$ cat config.mk
export PLATFORM = sky130hd
export DESIGN_NAME = rxctl_filter
export DESIGN_NICKNAME = d
export VERILOG_FILES = /design/src/rtl/rxctl_filter.sv
export SDC_FILE = /design/constraint.sdc
export NUM_CORES = 1
export LEC_CHECK = 0
export ABC_AREA = 1
export ABC_CLOCK_PERIOD_IN_PS = 4000
export BUFFER_PORTS_ARGS = -buffer_cell sky130_fd_sc_hd__buf_4
export CAP_MARGIN = 20
export CELL_PAD_IN_SITES_DETAIL_PLACEMENT = 0
export CELL_PAD_IN_SITES_GLOBAL_PLACEMENT = 1
export CORE_ASPECT_RATIO = 1.4
export CORE_MARGIN = 1.5
export CORE_UTILIZATION = 38
export DETAILED_ROUTE_END_ITERATION = 12
export PLACE_DENSITY_LB_ADDON = 0.1
export SYNTH_ARGS = -nofsm -noshare
export SYNTH_HDL_FRONTEND = slang
export SYNTH_SLANG_ARGS = --single-unit
$ cat constraint.sdc
create_clock -name clk -period 4 [get_ports clk]
set_input_delay 0.8 -clock clk [delete_from_list [all_inputs] [get_ports clk]]
set_output_delay 0.8 -clock clk [all_outputs]
set_load 0.01 [all_outputs]
$ cat src/rtl/rxctl_filter.sv
module rxctl_filter (
  input  logic        clk,
  input  logic        rst_n,
  input  logic        pass_all,
  input  logic        rx_flow,
  input  logic        in_valid,
  input  logic        in_sof,
  input  logic        in_eof,
  input  logic [7:0]  in_data,
  input  logic        in_crc_ok,
  input  logic [31:0] desc_in,
  input  logic [1:0]  irq_clear,
  output logic        pause_req,
  output logic [15:0] pause_quanta,
  output logic        desc_wr,
  output logic [31:0] desc_out,
  output logic [1:0]  flags,
  output logic        irq_out
);
  logic [15:0] cnt, idx, len_now, quanta_q, quanta_nx;
  logic        hdr_ok, op_ok, hdr_nx, op_nx;
  logic [7:0]  want;
  logic        chk_hdr, chk_op;
  logic        last, is_ctl, is_pz, take, keep;
  logic [31:0] desc_nx;

  assign idx     = in_sof ? 16'd0 : cnt;
  assign len_now = (&idx) ? idx : idx + 16'd1;

  always_comb begin
    want = 8'h00;
    chk_hdr = 1'b0;
    chk_op = 1'b0;
    if (idx < 16'd16) begin
      case (idx[3:0])
        4'd0:  begin want = 8'h01; chk_hdr = 1'b1; end
        4'd1:  begin want = 8'h80; chk_hdr = 1'b1; end
        4'd2:  begin want = 8'hC2; chk_hdr = 1'b1; end
        4'd3:  begin want = 8'h00; chk_hdr = 1'b1; end
        4'd4:  begin want = 8'h00; chk_hdr = 1'b1; end
        4'd5:  begin want = 8'h01; chk_hdr = 1'b1; end
        4'd12: begin want = 8'h88; chk_hdr = 1'b1; end
        4'd13: begin want = 8'h08; chk_hdr = 1'b1; end
        4'd14: begin want = 8'h00; chk_op = 1'b1; end
        4'd15: begin want = 8'h01; chk_op = 1'b1; end
        default: ;
      endcase
    end
  end

  assign hdr_nx = (in_sof | hdr_ok) & (~chk_hdr | (in_data == want));
  assign op_nx  = (in_sof | op_ok)  & (~chk_op  | (in_data == want));

  always_comb begin
    quanta_nx = quanta_q;
    if (idx == 16'd16) quanta_nx[15:8] = in_data;
    if (idx == 16'd17) quanta_nx[7:0]  = in_data;
  end

  assign last    = in_valid & in_eof;
  assign is_ctl  = hdr_nx & (len_now > 16'd13);
  assign is_pz   = is_ctl & op_nx & (len_now > 16'd17) & in_crc_ok;
  assign take    = rx_flow & is_pz;
  assign keep    = ~take & (~is_ctl | pass_all);
  assign desc_nx = {len_now, 1'b0, desc_in[14:13], 4'b0, is_ctl, 6'b0, ~in_crc_ok, 1'b0};
  assign irq_out = |flags;

  always_ff @(posedge clk) begin
    if (!rst_n) begin
      cnt <= '0;
      hdr_ok <= 1'b0;
      op_ok <= 1'b0;
      quanta_q <= '0;
      pause_req <= 1'b0;
      pause_quanta <= '0;
      desc_wr <= 1'b0;
      desc_out <= '0;
      flags <= '0;
    end else begin
      pause_req <= 1'b0;
      desc_wr <= 1'b0;
      if (in_valid) begin
        cnt <= len_now;
        hdr_ok <= hdr_nx;
        op_ok <= op_nx;
        quanta_q <= quanta_nx;
      end
      if (last) begin
        pause_req <= take;
        if (take) pause_quanta <= quanta_nx;
        desc_wr <= keep;
        desc_out <= keep ? desc_nx : desc_in;
      end
      flags <= (flags & ~irq_clear) | {last & take, last & keep & desc_in[14]};
    end
  end

  a_r4_pause_needs_flow: assert property (@(posedge clk) disable iff (!rst_n)
    pause_req |-> $past(rx_flow));
  a_r3_consumed_not_stored: assert property (@(posedge clk) disable iff (!rst_n)
    pause_req |-> !desc_wr);
  a_r3_ctl_flag_with_pause: assert property (@(posedge clk) disable iff (!rst_n)
    $rose(flags[1]) |-> pause_req);
  a_r6_stored_not_empty: assert property (@(posedge clk) disable iff (!rst_n)
    desc_wr |-> !desc_out[15]);
  a_r8_flag_sticky: assert property (@(posedge clk) disable iff (!rst_n)
    (flags[0] && !irq_clear[0]) |=> flags[0]);
endmodule

-- Word level (Yosys, flattened, before mapping)
Index checks and enable logic that the tools add are counted.
- $add $sub $neg: 1
- bitwise gates (word level): 25
- equality and inequality tests: 12
- multiplexer cells: 11
- order comparisons: 3
- reduce and logical (&&, ||, !) cells: 8
- operators by type and width (cell ; count):
    $pmux W8 S5 ; 1
    $eq A16 B5 Y1 const B ; 2
    $mux W16 ; 2
    $mux W32 ; 1
    $mux W8 ; 3
    $add A16 B1 Y16 const B ; 1
    $eq A4 B4 Y1 const B ; 4
    $gt A16 B4 Y1 const B ; 1
    $gt A16 B5 Y1 const B ; 1
    $lt A16 B5 Y1 const B ; 1
    $reduce_and A16 Y1 ; 1
    $and A1 B1 Y1 ; 12
    $eq A4 B2 Y1 const B ; 2
    $eq A4 B3 Y1 const B ; 2
    $eq A8 B8 Y1 ; 1
    $reduce_or A8 Y1 ; 1
    $not A1 Y1 ; 5
    $or A1 B1 Y1 ; 5
    $eq A4 B1 Y1 const B ; 1
    $logic_not A4 Y1 ; 1
    $mux W1 ; 4
    $reduce_and A2 Y1 ; 2
    $reduce_or A2 Y1 ; 2
    $reduce_or A3 Y1 ; 1
    3 further kinds ; 3
- register bits: 86

-- Depth between registers and ports, before layout
Gate-level depths: netlist (run 1).
- depth in word-level cells: 18
- gate-level depth with buffers: 22
- depth with buffers taken out: 21

-- Worst setup path before layout (run 1)
OpenSTA, ideal clock, no wires.
- kind: input port to flip-flop
- from: input in_sof
- to: register desc_out[10]
- arrival time: 3175 ps
- stages on the path: 19
- path buffers: 2
- setup slack: 693 ps
- cell sequence: nor2_1 > ha_1 > nand4_1 > nor2_1 > nand3b_1 > nand2_1 > inv_2 > nor2_2 > nand2_1 > nor2_1 > nand3_1 > nor2_2 > nor2_8 > nand2_4 > buf_6 > nand2_4 > buf_4 > nand3_1 > a21oi_1
- word-level cells in the longest chain between the ends: 16
- ends and longest elaborated chain (what ; line ; text):
    from (decl) ; 7 ; input logic in_sof,
    branches (longest 14 deep; another with $add A16 B1 Y16) ; n/a ;
    $and A1 B1 Y1 * ; 64 ; assign keep = ~take & (~is_ctl | pass_all);
    $mux W32 * ; 92 ; desc_out <= keep ? desc_nx : desc_in;
    to (signal assigned) ; 92 ;
    to (decl) ; 16 ; output logic [31:0] desc_out,
Every way passes the cells marked *.
A chain may end at the register's enable or synchronous reset.

-- Worst setup path in the final report (run 1)
- from: input in_sof
- to: register pause_quanta[10]
- word-level cells in the longest chain between the ends: 14
- ends and longest elaborated chain (what ; line ; text):
    branches (longest 14 deep; another with $add A16 B1 Y16) ; n/a ;
    to (signal assigned) ; 90 ; if (take) pause_quanta <= quanta_nx;
    to (decl) ; 14 ; output logic [15:0] pause_quanta,
Several ways; the timed one is not identified.

==> results of run 1 <==
cell type report:
type | count | area share (%)
Inverter | 89 | 5.79
Multi-Input combinational cell | 500 | 41.5
Clock inverter | 4 | 0.520
Tap cell | 147 | 3.19
Clock buffer | 11 | 4.20
Sequential cell | 86 | 29.8
Timing Repair Buffer | 115 | 15.0
cell families after synthesis:
family | count (synthesis) | synth area share, %
buffers and inverters | 127 | 11.7
AOI/OAI and AO/OA | 124 | 14.1
adders and majority gates | 4 | 1.07
xor gates and xnor gates | 5 | 0.939
and+or+nand+nor | 367 | 35.2
DFF | 86 | 36.9
worst register-to-register path, stage by stage, from the launching register on:
cell	delay, ps
dfxtp_1	400
inv_1	90
nor2_1	140
ha_1	270
nand4_1	170
inv_1	120
nand2_1	80
nor2_2	180
buf_4	210
inv_2	70
nand2_1	80
inv_1	70
a21oi_1	150
nor2_1	90
nor2_2	150
nand2_4	70
nor2_4	350
inv_2	250
o21ai_1	250
nor2_1	60
where the power goes:
part	internal (mW)	leakage (nW)	total (mW)	switching (mW)
Combinational	0.133	2.01	0.337	0.204
Clock	0.438	0.132	0.783	0.345
Sequential	0.893	0.702	0.923	0.0305
registers in the layout (all words and copies together) (netlist names):
name          cells
desc_out         32
pause_req         1
hdr_ok            1
desc_wr           1
op_ok             1
quanta_q         16
flags             2
pause_quanta     16
cnt              16
layer usage:
layer | vias to the layer above | part of all wire (%) | GRT usage [%]
met1 | 2210 | 40 | 24.6
met4 | 0 | 2.6 | 9.26
met3 | 23 | 2.5 | 3.13
met5 | - | 0 | 0
li1 | 2468 | - | -
met2 | 81 | 55 | 43.2
synthesized netlist by cell type, drive strengths merged:
cell	n	area [um^2]
a21oi	45	225
buf	15	125
clkbuf	23	86.3
clkinv	1	3.75
dfxtp	86	1720
ha	4	50.1
inv	88	330
nand2	130	513
nand3	93	475
nand3b	3	22.5
nand4	12	75.1
nor2	121	510
nor3	3	15.0
nor3b	1	7.51
o211ai	7	52.6
o21ai	70	365
o21bai	1	7.51
o32ai	1	8.76
or2	4	25.0
xnor2	1	8.76
xor2	4	35.0
cell usage in the layout, fill, tap and decap left out, drive strengths merged:
cell type  synthesis  routed
o21ai             70      70
nand3b             3       3
o211ai             7       7
clkinvlp           0       1
ha                 4       4
xnor2              1       1
o21bai             1       1
or2                4       4
nor2             121     121
nand3             93      93
o32ai              1       1
nor3               3       3
nand2            130     130
inv               88      90
nor3b              1       1
nand4             12      12
clkbuf            23      11
dfxtp             86      86
clkinv             1       2
xor2               4       4
a21oi             45      45
buf               15     115
per-stage QoR:
step	power, mW	std cells	utilization (%)	hold slack [ps]
after floorplan	1.15	713	-	482
after global placement	1.28	937	46.3	452
after detailed placement	1.28	937	46.3	457
after CTS	2.07	952	48.6	467
after global routing	2.15	952	48.6	475
final	2.04	952	48.6	466
how the worst max path moves through the flow:
| stage | startpoint | endpoint | slack, ps | cells after the start |
|---|---|---|---|---|
| after floorplan | in_sof | desc_out[10] | 690 | 19 |
| after global placement | in_sof | pause_quanta[10] | 210 | 18 |
| after detailed placement | in_sof | pause_quanta[7] | 130 | 18 |
| after CTS | in_sof | pause_quanta[10] | 480 | 18 |
| after global routing | in_sof | pause_quanta[10] | 140 | 18 |
| final | in_sof | pause_quanta[10] | 490 | 18 |
==> flow_summary_export.csv, run 1 <==
group,metric,value,unit
power,p_leak,2.85,nW
cts,insertion_delay,340,ps
layout,seq_area,1720,um^2
detailed_routing,drt-wirelength-per-cell,15.1,um
logic_synthesis,ys_types,33,
place,placement.setup.worst_slack,129,ps
cts,cts-root-buf,"clkbuf_16",
critical_path,crit_required,4220,ps
critical_path,crit_slowest_cell,"nor2_4",
place,dpl.hpwl,10500,um
critical_path,worstPathCellList,"buf_4 -> inv_2 -> nand3_1 -> nor2_1 -> nand2_1 -> nor2_2 -> buf_4 -> inv_2 -> nand2_1 -> inv_1 -> a21oi_1 -> nor2_1 -> nor2_2 -> nand2_4 -> nor2_4 -> inv_2 -> o21ai_1 -> nor2_1",
place,place_congestion,0.898,
grt,grt_overflow,0,
layout,syn_to_final_growth,23.8,%
timing,setup_slack,493,ps
detailed_routing,antenna_left,0,
layout,fin_area,5770,um^2
timing,timing_hold_violations_final,0,
power,powerDensity,354,nW/um^2
detailed_routing,viasPerCell,5.02,
timing,max_freq,285,MHz
grt,track_usage,22.6,%
power,peakVddDrop,0.000200,V
floorplan,rows,47,
floorplan,die_h,134,um
critical_path,rr_worst_depth,19,
logic_synthesis,syn_avg_cell_area,6.54,um^2
floorplan,core-area,11900,um^2
timing,drv_slew,0,
logic_synthesis,ys_warn_count,0,
layout,layout-drive-gt1-share,19.9,%
grt,antenna_found_initial,0,
cts,cts_setup_buffers,0,
cts,path_clk_slew,70,ps
floorplan,start_util,39.3,%
job,maxCapViolCount,0,
floorplan,die_w,96.6,um
detailed_routing,vias,4782,
cts,numCtsBuffers,9,
cts,cts_resized,0,
cts,cts_tree,"done",
critical_path,max_stage_delay,350,ps
grt,first_global_vias,4669,
detailed_routing,drcViolationCount,0,
cts,htree_levels,3,
grt,grt_pass1_wl,23400,um
hold_path,hold_depth,2,
critical_path,path_max_fanout,27,
logic_synthesis,netlist_area,4660,um^2
critical_path,path_delay_family,"simple AND/OR/NAND/NOR gates",
floorplan,io_pins,103,
timing,maxSlewHeadroom,34.7,%
critical_path,r2r_slack,640,ps
timing,fin_worst_skew,8.26,ps
critical_path,worstSetupPathType,"input port to register",
detailed_routing,dr.first_iter.drc_count,213,
layout,nets,855,
critical_path,regToRegStartpoint,"cnt[1]",
cts,clock_path_buffers,2,
timing,min_period,3510,ps
hold_path,hold_class,"register to register",
detailed_routing,first_pass_iters,4,
grt,grt_max_degree,52,
outcome,status,"completed",
hold_path,hold-path-endpoint,"desc_out[2]",
critical_path,end_kind,"register",
logic_synthesis,ys_seq_area_share,36.9,%
logic_synthesis,ys_seq_elements,86,
logic_synthesis,synth_nets,767,
detailed_routing,finalWirelength,14400,um
critical_path,cp-start-kind,"input port",
cts,cts_sinks,86,
hold_path,hp-start,"desc_out[2]",
layout,nFillCells,1266,
timing,grt_setup_unrepaired,"no",
timing,setup_viol,0,
critical_path,arrival,3730,ps
cts,ctsHoldBuffers,0,
timing,fin_tns_setup,0,ps
logic_synthesis,synth_cells,713,
layout,antenna_cells,0,
layout,multiInputGateArea,2400,um^2
place,place_area,5500,um^2
timing,worstMarginPinSlew,978,ps
place,port_buffers,102,
timing,period_share,87.7,%
floorplan,dieArea,13000,um^2
critical_path,worst-path-buf-inv,6,
critical_path,reg2reg_to,"pause_quanta[10]",
Note: power is estimated with default switching activity, not from simulation.
==> run 2: changes to the inputs <==
--- a/config.mk
+++ b/config.mk
@@ -13,7 +13,8 @@
 export CELL_PAD_IN_SITES_GLOBAL_PLACEMENT = 1
 export CORE_ASPECT_RATIO = 1.4
 export CORE_MARGIN = 1.5
-export CORE_UTILIZATION = 38
+export CORE_UTILIZATION = 39
+export CTS_BUF_LIST = sky130_fd_sc_hd__clkbuf_8
 export DETAILED_ROUTE_END_ITERATION = 12
 export PLACE_DENSITY_LB_ADDON = 0.1
 export SYNTH_ARGS = -nofsm -noshare
==> run 2 against run 1 <==
  * Maximum frequency is 2.8% higher
  * Total power fell by 11%
  * Global-route usage up 0.36 points
  * Non-clock buffer count grew 6
  * Clock skew grew 1.3 ps
==> flow_summary_export.csv, run 2 (synthesis gave the netlist of run 1 again) <==
group,metric,value,unit
outcome,status,"completed",
timing,worstMarginPinSlew,950,ps
floorplan,rows,47,
timing,holdWs,466,ps
detailed_routing,first_pass_iters,4,
grt,grt_max_degree,53,
layout,final_cell_mix,"124 x nand2_1, 121 x buf_4, 110 x nor2_1",
floorplan,die_w,95.4,um
critical_path,cp-start-kind,"input port",
place,placement.setup.worst_slack,261,ps
timing,period_share,85.2,%
cts,clock_path_buffers,2,
critical_path,path_max_fanout,18,
timing,drv_slew,0,
place,place_congestion,0.889,
detailed_routing,dr.first_iter.drc_count,171,
timing,max_freq,293,MHz
power,powerDensity,317,nW/um^2
timing,fin_worst_skew,9.52,ps
grt,grt_pass1_wl,22400,um
cts,htree_levels,3,
power,p_leak,2.84,nW
layout,antenna_cells,0,
detailed_routing,finalWirelength,14000,um
critical_path,worstSetupPathType,"input port to register",
power,peakVddDrop,0.000190,V
timing,fin_tns_setup,0,ps
cts,cts-root-buf,"clkbuf_8",
detailed_routing,vias,4754,
place,port_buffers,102,
floorplan,io_pins,103,
layout,syn_to_final_growth,22.5,%
timing,maxSlewHeadroom,36.6,%
critical_path,end_kind,"register",
cts,cts_sinks,86,
floorplan,core-area,11800,um^2
critical_path,crit_required,4260,ps
job,maxCapViolCount,0,
cts,path_clk_slew,90,ps
layout,layout-drive-gt1-share,20.4,%
detailed_routing,antenna_left,0,
cts,numCtsBuffers,9,
grt,grt_overflow,0,
timing,setup_slack,590,ps
floorplan,die_h,132,um
detailed_routing,drt-wirelength-per-cell,14.6,um
timing,grt_setup_unrepaired,"no",
cts,cts_resized,0,
layout,final_common_cell,"nand2_1",
timing,timing_hold_violations_final,0,
critical_path,r2r_slack,690,ps
timing,setup_viol,0,
power,power.total,1.81,mW
layout,nets,861,
layout,largest-register,"desc_out",
hold_path,hold_class,"register to register",
place,dpl.hpwl,10200,um
layout,fin_cells,959,
cts,insertion_delay,370,ps
grt,first_global_vias,4580,
critical_path,arrival,3670,ps
floorplan,dieArea,12600,um^2
cts,cts_setup_buffers,0,
cts,cts_tree,"done",
detailed_routing,drcViolationCount,0,
detailed_routing,viasPerCell,4.96,
grt,antenna_found_initial,0,
timing,min_period,3410,ps
floorplan,start_util,39.7,%
place,dp.cells,943,
cts,ctsHoldBuffers,0,
grt,track_usage,22.9,%
layout,largest_register_ffs,32,
## run 2: stage by stage
step,instance area (um^2),utilization (%)
after CTS,5710,48.6
final,5710,48.6
after global placement,5550,47.1
after floorplan,4660,-
after global routing,5710,48.6
after detailed placement,5550,47.1
## run 2: power breakdown
part	total, mW	internal [mW]	switching [mW]
Combinational	0.337	0.134	0.203
Clock	0.553	0.224	0.329
Sequential	0.921	0.892	0.0291
## run 2: routing by layer
layer  global-route usage, %  vias up  wire length, um
li1                        -     2477                -
met1                    25.5     2154             5560
met2                    42.5      104             7600
met3                    3.46       19              495
met4                    8.42        0              359
met5                       0        -                0
## run 2: cell type report
cell class / count / area [um^2]
timing repair buffer: 121 / 908
multi-input combinational: 500 / 2400
sequential: 86 / 1720
clock inverter: 7 / 42.5
fill: 1279 / 6050
clock buffer: 9 / 124
tap: 147 / 184
inverter: 89 / 334
## run 2: worst paths after layout
| path | from | end | cells past startpoint |
|---|---|---|---|
| max reg2reg | cnt[1] | pause_quanta[6] | 19 |
| max | in_sof | pause_quanta[6] | 19 |
| min | desc_out[28] | desc_out[28] | 2 |
| min reg2reg | desc_out[28] | desc_out[28] | 2 |
## run 2: worst max-delay path, stage by stage
cell	delay, ps
buf_4	140
nor2_1	240
ha_1	220
nand4_1	150
inv_1	120
nand2_1	90
nor2_2	210
buf_4	180
inv_2	60
nand2_1	70
inv_1	70
a21oi_1	130
nor2_1	80
nor2_2	140
nand2_4	70
nor2_4	340
inv_2	240
o21ai_0	240
nor2_1	50
==> run 3: changes to the inputs <==
--- a/config.mk
+++ b/config.mk
@@ -13,7 +13,7 @@
 export CELL_PAD_IN_SITES_GLOBAL_PLACEMENT = 1
 export CORE_ASPECT_RATIO = 1.4
 export CORE_MARGIN = 1.5
-export CORE_UTILIZATION = 39
+export CORE_UTILIZATION = 35
 export CTS_BUF_LIST = sky130_fd_sc_hd__clkbuf_8
 export DETAILED_ROUTE_END_ITERATION = 12
 export PLACE_DENSITY_LB_ADDON = 0.1
==> run 3 against run 2 <==
  * Core utilization is 4.2 points lower
  * Register-to-register slack better by 160 ps
  * Clock-buffer cell count increased by 2
  * Combinational power barely moved
  * Clock skew barely moved
  * Routed wire length rose by 2.4%
  * Die area up 11%
  * Flip-flop and latch count unchanged
  * Critical path type unchanged
  * Largest cell class unchanged
  * Highest routed layer unchanged
==> flow_summary_export.csv, run 3 (synthesis gave the netlist of run 1 again) <==
group,metric,value,unit
outcome,status,"completed",
timing,drv_slew,0,
timing,setup_viol,0,
critical_path,reg2reg_to,"desc_out[27]",
floorplan,rows,49,
cts,numCtsBuffers,9,
critical_path,cp-start-kind,"input port",
critical_path,path_max_fanout,25,
cts,insertion_delay,370,ps
floorplan,io_pins,103,
grt,grt_overflow,0,
power,power.total,1.87,mW
cts,clock_path_buffers,2,
timing,timing_hold_violations_final,0,
timing,fin_worst_skew,9.55,ps
timing,grt_setup_unrepaired,"no",
floorplan,die_h,140,um
place,dp.cells,968,
critical_path,end_kind,"register",
critical_path,max_stage_delay,320,ps
place,place_area,5550,um^2
power,p_leak,2.82,nW
detailed_routing,antenna_left,0,
cts,path_clk_slew,100,ps
layout,syn_to_final_growth,23.1,%
power,peakVddDrop,0.000176,V
place,placement.setup.worst_slack,270,ps
floorplan,dieArea,14000,um^2
grt,track_usage,21.3,%
cts,cts_tree,"done",
detailed_routing,finalWirelength,14400,um
layout,nets,855,
critical_path,crit_slowest_cell,"nor2_4",
power,powerDensity,326,nW/um^2
layout,final_core_util,44.4,%
critical_path,arrival,3560,ps
hold_path,hold-path-endpoint,"desc_out[5]",
layout,antenna_cells,0,
cts,cts_sinks,86,
cts,cts-root-buf,"clkbuf_8",
cts,cts_resized,0,
layout,final_cell_mix,"124 x nand2_1, 114 x buf_4, 110 x nor2_1",
layout,fin_cells,984,
detailed_routing,first_pass_iters,6,
place,place_congestion,0.844,
job,maxCapViolCount,0,
detailed_routing,dr.first_iter.drc_count,151,
grt,grt_max_degree,52,
grt,antenna_found_initial,0,
critical_path,rr_worst_depth,16,
layout,fin_area,5740,um^2
detailed_routing,drcViolationCount,0,
layout,largest-register,"desc_out",
detailed_routing,viasPerCell,4.83,
timing,worstMarginPinSlew,970,ps
cts,ctsHoldBuffers,0,
hold_path,hp-start,"desc_out[5]",
timing,max_freq,304,MHz
timing,maxSlewHeadroom,35.3,%
layout,final_common_cell,"nand2_1",
place,port_buffers,102,
timing,setup_slack,708,ps
detailed_routing,vias,4753,
timing,fin_tns_setup,0,ps
grt,first_global_vias,4640,
critical_path,r2r_slack,850,ps
floorplan,die_w,101,um
layout,layout-drive-gt1-share,20.1,%
critical_path,worstSetupPathType,"input port to register",
detailed_routing,drt-wirelength-per-cell,14.6,um
timing,period_share,82.3,%
place,dpl.hpwl,10600,um
timing,min_period,3290,ps
critical_path,path_delay_family,"simple AND/OR/NAND/NOR gates",
critical_path,regToRegStartpoint,"cnt[1]",
critical_path,worst-path-buf-inv,5,
cts,cts_setup_buffers,0,
critical_path,crit_required,4260,ps
layout,nFillCells,1399,
hold_path,hold_class,"register to register",
floorplan,core-area,12900,um^2
hold_path,hold_depth,2,
floorplan,start_util,36.1,%
critical_path,worstPathCellList,"buf_4 -> inv_2 -> buf_4 -> nand3_1 -> inv_1 -> nand2_1 -> nor2_1 -> nand2_1 -> nand2_1 -> nand2_1 -> nand3_1 -> nor2_1 -> nand3_1 -> nor2_1 -> nor2_2 -> nand2_4 -> nor2_4 -> inv_2 -> o21ai_0 -> nor2_1",
layout,largest_register_ffs,32,
cts,htree_levels,3,
timing,holdWs,470,ps
grt,grt_pass1_wl,23500,um
run 3: changes by cell type in the layout (fill, tap and decap cells not counted):
cell	delta
clkinv_2	-2
buf_12	+1
clkinvlp_4	+1
inv_1	-2
clkbuf_8	+2
buf_4	-7
inv_6	+1
run 3: final cells by class:
class                   instances  area, um^2  area share [%]
multi-input cells             500        2400            41.7
flip-flops and latches         86        1720            30.0
repair buffers                115         876            15.2
inverters                      89         334            5.82
well taps                     178         223            3.88
clock buffers                  11         151            2.64
clock inverters                 5        41.3           0.719
run 3: layer usage:
layer | track usage (%) | vias up | part of all wire, %
li1 | - | 2466 | -
met1 | 25.0 | 2162 | 42
met2 | 38.2 | 97 | 52
met3 | 2.66 | 28 | 3.1
met4 | 9.56 | 0 | 3.4
met5 | 0 | - | 0
run 3: worst max path at each step:
| stage | from | end | slack, ps | depth (start not counted) |
|---|---|---|---|---|
| 2_1_floorplan | in_sof | desc_out[10] | 690 | 19 |
| 3_3_place_gp | in_sof | desc_out[27] | 310 | 13 |
| 3_5_place_dp | in_sof | desc_out[27] | 270 | 16 |
| 4_1_cts | in_sof | desc_out[27] | 670 | 13 |
| 5_1_grt | in_sof | pause_quanta[1] | 300 | 20 |
| 6_report | in_sof | pause_quanta[6] | 710 | 20 |
run 3: power breakdown:
group / internal [mW] / switching [mW]
clock network: 0.267 / 0.350
logic: 0.132 / 0.203
registers: 0.892 / 0.0291
run 3: worst register-to-register path, stage by stage (launching register included):
cell and delay [ps]:
dfxtp_1 350, inv_1 110, nor2_1 70, ha_1 210, nand4_1 140, inv_1 70
nand2_1 100, nor2_2 70, buf_12 140, nor3b_1 630, nand2_1 150, nor2_2 280
nor2_8 60, nand2_2 290, nand3_1 180, nand3_1 120, a21oi_1 90
